--- src/rtl/rst_cause_seq.sv ---
module rst_cause_seq #(
  parameter int FILT_CYCLES = 4,
  parameter int PWRT_CYCLES = 64
) (
  input  logic clk,
  input  logic por_i,
  input  logic bor_i,
  input  logic wdt_to_i,
  input  logic pin_n_i,
  input  logic sleep_i,
  input  logic pwrt_en_n_i,
  input  logic pin_en_i,
  input  logic sw_wr_i,
  input  logic sw_por_i,
  input  logic sw_bor_i,
  output logic core_rst_o,
  output logic por_f_o,
  output logic bor_f_o,
  output logic to_f_o,
  output logic pd_f_o
);
  localparam int FW = $clog2(FILT_CYCLES + 1);
  localparam int PW = $clog2(PWRT_CYCLES + 1);

  logic          pin_raw, pin_f, pin_acc, pin_fall;
  logic [FW-1:0] fcnt;
  logic          wdt_run, wdt_slp, src, arm;
  logic [PW-1:0] dcnt, need;

  assign pin_raw  = pin_en_i ? pin_n_i : 1'b1;
  assign pin_acc  = (pin_raw != pin_f) && (fcnt == FW'(FILT_CYCLES - 1));
  assign pin_fall = pin_acc && !pin_raw;

  always_ff @(posedge clk or posedge por_i) begin
    if (por_i) begin
      pin_f <= 1'b1;
      fcnt  <= '0;
    end else if (pin_raw == pin_f) begin
      fcnt <= '0;
    end else if (pin_acc) begin
      pin_f <= pin_raw;
      fcnt  <= '0;
    end else begin
      fcnt <= fcnt + 1'b1;
    end
  end

  assign wdt_run = wdt_to_i && !sleep_i;
  assign wdt_slp = wdt_to_i && sleep_i;
  assign src     = bor_i || !pin_f || wdt_run;
  assign need    = (arm && !pwrt_en_n_i) ? PW'(PWRT_CYCLES) : '0;

  always_ff @(posedge clk or posedge por_i) begin
    if (por_i) begin
      core_rst_o <= 1'b1;
      arm        <= 1'b1;
      dcnt       <= '0;
    end else if (src) begin
      core_rst_o <= 1'b1;
      dcnt       <= '0;
      if (bor_i) arm <= 1'b1;
    end else if (core_rst_o) begin
      if (dcnt >= need) begin
        core_rst_o <= 1'b0;
        arm        <= 1'b0;
        dcnt       <= '0;
      end else begin
        dcnt <= dcnt + 1'b1;
      end
    end
  end

  always_ff @(posedge clk or posedge por_i) begin
    if (por_i) begin
      por_f_o <= 1'b0;
      bor_f_o <= 1'b1;
      to_f_o  <= 1'b1;
      pd_f_o  <= 1'b1;
    end else begin
      if (sw_wr_i && sw_por_i) por_f_o <= 1'b1;
      if (bor_i) begin
        bor_f_o <= 1'b0;
        to_f_o  <= 1'b1;
        pd_f_o  <= 1'b1;
      end else begin
        if (sw_wr_i && sw_bor_i) bor_f_o <= 1'b1;
        if (pin_fall && sleep_i) begin
          to_f_o <= 1'b1;
          pd_f_o <= 1'b0;
        end else if (wdt_run) begin
          to_f_o <= 1'b0;
        end else if (wdt_slp) begin
          to_f_o <= 1'b0;
          pd_f_o <= 1'b0;
        end
      end
    end
  end

  p_bor_flags_r2: assert property (@(posedge clk) disable iff (por_i)
    bor_i |=> (!bor_f_o && to_f_o && pd_f_o && core_rst_o));
  p_bor_keeps_por_r2: assert property (@(posedge clk) disable iff (por_i)
    (bor_i && !sw_wr_i) |=> $stable(por_f_o));
  p_wdt_run_r3: assert property (@(posedge clk) disable iff (por_i)
    (wdt_run && !bor_i) |=> (!to_f_o && core_rst_o && $stable(pd_f_o)));
  p_wdt_wake_r4: assert property (@(posedge clk) disable iff (por_i)
    (wdt_slp && !bor_i && !pin_acc && pin_f && !core_rst_o) |=>
      (!to_f_o && !pd_f_o && !core_rst_o));
  p_pin_sleep_r5: assert property (@(posedge clk) disable iff (por_i)
    (pin_fall && sleep_i && !bor_i) |=> (to_f_o && !pd_f_o));
  p_release_r6: assert property (@(posedge clk) disable iff (por_i)
    $fell(core_rst_o) |-> !$past(src));
  p_hold_r6: assert property (@(posedge clk) disable iff (por_i)
    src |=> core_rst_o);
  p_filt_r8: assert property (@(posedge clk) disable iff (por_i)
    $fell(pin_f) |-> ($past(pin_raw) == 1'b0));
  p_filt_cnt_r8: assert property (@(posedge clk) disable iff (por_i)
    fcnt < FW'(FILT_CYCLES));
  p_pin_off_r9: assert property (@(posedge clk) disable iff (por_i)
    (!pin_en_i && pin_f) |=> pin_f);
  p_sw_no_to_r10: assert property (@(posedge clk) disable iff (por_i)
    (sw_wr_i && !bor_i && !pin_fall && !wdt_to_i) |=> ($stable(to_f_o) && $stable(pd_f_o)));
endmodule

--- config.mk ---
export PLATFORM = sky130hd
export DESIGN_NAME = rst_cause_seq
export DESIGN_NICKNAME = d
export VERILOG_FILES = /design/src/rtl/rst_cause_seq.sv
export SDC_FILE = /design/constraint.sdc
export NUM_CORES = 1
export LEC_CHECK = 0
export BUFFER_PORTS_ARGS = -buffer_cell sky130_fd_sc_hd__buf_2
export CORE_MARGIN = 4
export CORE_UTILIZATION = 56
export CTS_BUF_LIST = sky130_fd_sc_hd__clkbuf_16
export DETAILED_ROUTE_END_ITERATION = 12
export GPL_ROUTABILITY_DRIVEN = 0
export PLACE_DENSITY_LB_ADDON = 0.12
export SLEW_MARGIN = 20
export SYNTH_ARGS = -nofsm -noshare
export SYNTH_HDL_FRONTEND = slang
export SYNTH_SLANG_ARGS = --single-unit
--- constraint.sdc ---
create_clock -name clk -period 3.39 [get_ports clk]
set_input_delay 0.339 -clock clk [delete_from_list [all_inputs] [get_ports clk]]
set_output_delay 0.339 -clock clk [all_outputs]
set_load 0.02 [all_outputs]
== After elaboration in Yosys (flattened, before gate mapping) ==
Index checks and enable logic that the tools add are counted.

* Flip-flop bits (word level): 17
* Bits of input ports: 11
* Output and inout port bits: 5
* Logic and storage cells: 63

* Add/subtract/negate cells: 2
* Magnitude comparators: 1
* Equal/unequal tests: 5
* Mux-type cells: 23
* Bitwise gates (word level): 1
* Reduce and logical (&&, ||, !) cells: 22

{| class="wikitable"
|+ Operator list
! cell !! number
|-
| 7-bit two-way mux || 4
|-
| 1-bit two-way mux || 17
|-
| 1-bit logical AND || 8
|-
| 7-bit by 1-bit adder with 7-bit output, second input constant || 1
|-
| 7-bit >= comparator || 1
|-
| 3-bit two-way mux || 2
|-
| 2-bit nonzero test || 3
|-
| 1-bit zero test || 4
|-
| 2-bit AND reduction || 2
|-
| 4-bit nonzero test || 1
|-
| 3-bit by 1-bit adder with 3-bit output, second input constant || 1
|-
| 3-bit by 2-bit == test with 1-bit output, second input constant || 1
|-
| 3-bit by 2-bit inequality test with 1-bit output, second input constant || 1
|-
| 3-bit AND reduction || 1
|-
| 3-bit nonzero test || 1
|-
| 1-bit logical OR || 2
|-
| 2-bit by 1-bit inequality test with 1-bit output, second input constant || 1
|-
| 1-bit == test || 1
|-
| 1-bit inequality test || 1
|-
| 1-bit NOT || 1
|}

== Depth between registers and ports, before layout ==
* Depth in word-level cells: 7
* Gate-level depth with buffers: 6
* Gate-level depth less buffers: 6

== Least setup slack after synthesis ==
Ideal clock, no wire load.

* Kind: register to register
* From: register arm
* To: register dcnt[2]
* Setup time: 0.085 ns
* Data arrival time: 1.736 ns
* Required time: 3.305 ns
* Setup slack: 1.570 ns
* Stages on the path, launching flop included: 7
* Path buffers: 0
* Clock period less this slack: 1.820 ns
* Path through: dfstp_2 > nor2b_1 > ha_1 > inv_1 > a311o_1 > or3b_1 > a31oi_1

* Word-level cells in the longest chain between the ends: 6

{| class="wikitable"
|+ Ends and longest elaborated chain
! what !! line !! text
|-
| start, declared || 27 || <nowiki>logic wdt_run, wdt_slp, src, arm;</nowiki>
|-
| start signal, assigned || 56 || <nowiki>arm <= 1'b1;</nowiki>
|-
| start signal, assigned || 61 || <nowiki>if (bor_i) arm <= 1'b1;</nowiki>
|-
| start signal, assigned || 65 || <nowiki>arm <= 1'b0;</nowiki>
|-
| 1-bit logical AND || 51 || <nowiki>assign need = (arm && !pwrt_en_n_i) ? PW'(PWRT_CYCLES) : '0;</nowiki>
|-
| 7-bit two-way mux || 51 ||
|-
| 7-bit >= comparator || 63 || <nowiki>if (dcnt >= need) begin</nowiki>
|-
| 7-bit two-way mux || 63 ||
|-
| 7-bit two-way mux || 62 || <nowiki>end else if (core_rst_o) begin</nowiki>
|-
| 7-bit two-way mux || 58 || <nowiki>end else if (src) begin</nowiki>
|-
| end signal, assigned || 68 || <nowiki>dcnt <= dcnt + 1'b1;</nowiki>
|-
| end, declared || 28 || <nowiki>logic [PW-1:0] dcnt, need;</nowiki>
|}

No other way between the ends. The select of a mux whose other input is x is not followed.
A chain may end at the register's enable or synchronous reset.

== Final worst setup path ==
* From: register arm
* To: register dcnt[5]

The elaborated chain is that of the path after synthesis.

==> flow_metrics.py <==
metrics = {
    "detailed_routing": {
        "first_pass_iters": 4,
        "dr_total_vias": 698,
        "post_drt_wl_per_cell_um": 14.0,
        "vias_per_cell": 5.87,
        "ant_nets": 0,
        "drtIter0Drc": 15,
        "wl_mm": 1.66,
        "drc": 0,
    },
    "clocking": {
        "post_cts_buffers": 0,
        "holdBufCountCts": 0,
        "numCtsBuffers": 3,
        "cts.clk_slew.worst_paths_ns": 0.05,
        "cts_tree": "built",
        "clkLatencyLatePin_ns": 0.24,
        "htree_levels": 1,
        "clockBufferDepth": 2,
        "cts_sinks": 17,
        "cts_root_buf": "clkbuf_16",
        "cts_resized": 0,
    },
    "grt": {
        "grt_use_met3": 0.0430,
        "gr-max-usage-layer": "met2",
        "grt_usage": 0.195,
        "grt_max_degree": 18,
        "grtUsageMet1": 0.237,
        "grt_pass1_wl_mm": 2.89,
        "grt_pass1_vias": 677,
        "gr-usage-met2": 0.310,
        "antenna_found_initial": 0,
        "grt_remaining_overflow": 0,
    },
    "yosys": {
        "synth_nets": 100,
        "yosysWarnings": 0,
        "yosysSeqAreaShare": 0.519,
        "synth_seq_cells": 17,
        "netlist_area_um2": 835,
        "synth_edf_count": 0,
        "yosysUniqueCellTypes": 27,
        "synthCells": 85,
        "synth_area_leaders": "dfrtp_1, dfstp_2, ha_1, nand2_1, a31oi_1",
        "synth_ff_type": "dfrtp_1",
        "syn_avg_cell_area_um2": 9.82,
        "yosysTopAreaCell": "dfrtp_1",
        "synthArstFlopShare": 1.00,
        "synth_top_area_frac": 0.330,
    },
    "layout": {
        "fin_cells": 119,
        "fillers": 91,
        "antenna_cells": 0,
        "num-nets-final": 120,
        "synthToLayoutAreaGrowth_pct": 20.8,
        "layout-drive-gt1-share": 0.269,
    },
    "critical_path": {
        "r2r_cells": 6,
        "r2r-start": "arm",
        "required_ns": 3.55,
        "r2r_slack_ns": 1.41,
        "startpoint_type": "flop",
        "r2r-end": "dcnt[5]",
        "worstSetupPathType": "flop to flop",
        "critPathMaxFanout": 7,
        "cp.arrival_ns": 2.14,
        "crit_start": "arm",
        "endpoint_kind": "flop",
    },
    "die": {
        "initial_core_util": 0.618,
        "num_io_pins": 16,
        "die_h_um": 46.6,
        "die-area_um2": 2170,
        "core_area_um2": 1350,
        "die_x_um": 46.6,
        "std_cell_rows": 13,
    },
    "run_status": {
        "status": "complete, no violations",
    },
    "sta": {
        "whs_ns": 0.167,
        "fmax_ghz": 0.505,
        "slew_viol_final": 0,
        "worst_clock_skew_ns": 0.00175,
        "relSlewSlack": 0.493,
        "worst_pin_slew_ns": 0.757,
        "hold_viol": 0,
        "fin_setup_tns_ns": 0,
        "post-route-period-util": 0.584,
        "fin_crit_ns": 1.98,
        "rsz0062_at_grt": "no",
        "setup_violations": 0,
    },
    "worst_hold_path": {
        "hp-class": "primary input to asynchronous set/reset pin",
    },
    "pwr": {
        "intPower_uw": 440,
        "vdd.ir_drop.worst_mv": 0.411,
        "pwr-share-seq": 0.435,
        "p_leak_uw": 0.000447,
        "power_frac_clock": 0.388,
        "power_density_nw_per_um2": 592,
        "p_sw_frac": 0.262,
        "power_frac_comb": 0.178,
        "p_sw_uw": 157,
    },
    "placement": {
        "port_buffers": 15,
        "dp_hpwl_mm": 1.17,
        "numPlacedInstances": 115,
    },
    "run": {
        "drv_cap": 0,
    },
}
-- Yosys cell counts, types with 2 or more instances --
cell      count
nor2b_1       2
inv_1         9
nor2_1        2
or2_2         2
dfrtp_1      11
ha_1          4
a31oi_1       6
nand3_1       7
or3_1         5
a21oi_1       3
dfstp_2       6
nand2b_1      2
nand2_1      12
-- sequential cells by signal, indices dropped and copies added (netlist names) --
signal      flops
core_rst_o      1
dcnt            7
to_f_o          1
bor_f_o         1
arm             1
fcnt            3
pin_f           1
por_f_o         1
pd_f_o          1
-- power by group through the flow --
| stage | combinational (µW) | clock [µW] | sequential, µW |
|---|---|---|---|
| floorplan | 69.3 | 0 | 265 |
| global placement | 102 | 0 | 260 |
| detailed placement | 106 | 0 | 262 |
| CTS | 108 | 235 | 259 |
| global route | 123 | 246 | 265 |
| finish | 106 | 231 | 259 |
-- cells by family after synthesis --
group	Yosys count	synth area share
adder cells (fa/ha/maj)	4	0.0600
AND/OR/NAND/NOR	38	0.240
AO/OA/AOI/OAI	16	0.130
flip-flops	17	0.519
XOR/XNOR	1	0.0105
buffers and inverters	9	0.0405
-- final cells by class --
type,instances,area (µm²),area share
Clock inverter,1,5.00,0.00496
Timing Repair Buffer,15,75.1,0.0744
Tap cell,15,18.8,0.0186
Multi-Input combinational cell,59,368,0.365
Sequential cell,17,433,0.429
Clock buffer,3,75.1,0.0744
Inverter,9,33.8,0.0335
-- through the flow --
stage / area, µm² / setup slack, ns / power [µW] / util
6_report: 1010 / 1.41 / 597 / 0.747
5_1_grt: 1010 / 1.26 / 634 / 0.747
4_1_cts: 1010 / 1.40 / 602 / 0.747
3_5_place_dp: 928 / 1.44 / 368 / 0.688
3_3_place_gp: 928 / 1.48 / 363 / 0.688
2_1_floorplan: 835 / 1.57 / 334 / -
-- metal layers --
metal  part of all wire  up-vias  wire (µm)
li1                   -      340          -
met1               0.44      332        727
met2               0.49       22        814
met3              0.056        4         94
met4              0.016        0         27
met5                  0        -          0
-- cell usage in the layout, fill, tap and decap left out, types with 2 or more instances in the layout --
cell / instances
dfrtp_1: 11
nand2b_1: 2
dfstp_2: 6
a31oi_1: 6
a21oi_1: 3
or3_1: 5
ha_1: 4
nor2_1: 2
buf_2: 15
or2_2: 2
nand3_1: 7
inv_1: 9
nand2_1: 12
clkbuf_16: 3
nor2b_1: 2
-- how the worst max path moves through the flow --
stage	slack, ns	depth (start not counted)	end
2_1_floorplan	1.57	6	dcnt[2]
3_3_place_gp	1.48	6	dcnt[2]
3_5_place_dp	1.44	6	dcnt[2]
4_1_cts	1.40	6	dcnt[2]
5_1_grt	1.26	6	dcnt[5]
6_report	1.41	6	dcnt[5]
-- critical path, stage by stage, from the launching register on --
cell and delay [ns]:
dfstp_2 0.52, nor2b_1 0.13, ha_1 0.25, inv_1 0.08, a311o_1 0.36, or3_1 0.37, a31oi_1 0.17
Note: power is estimated with default switching activity, not from simulation.
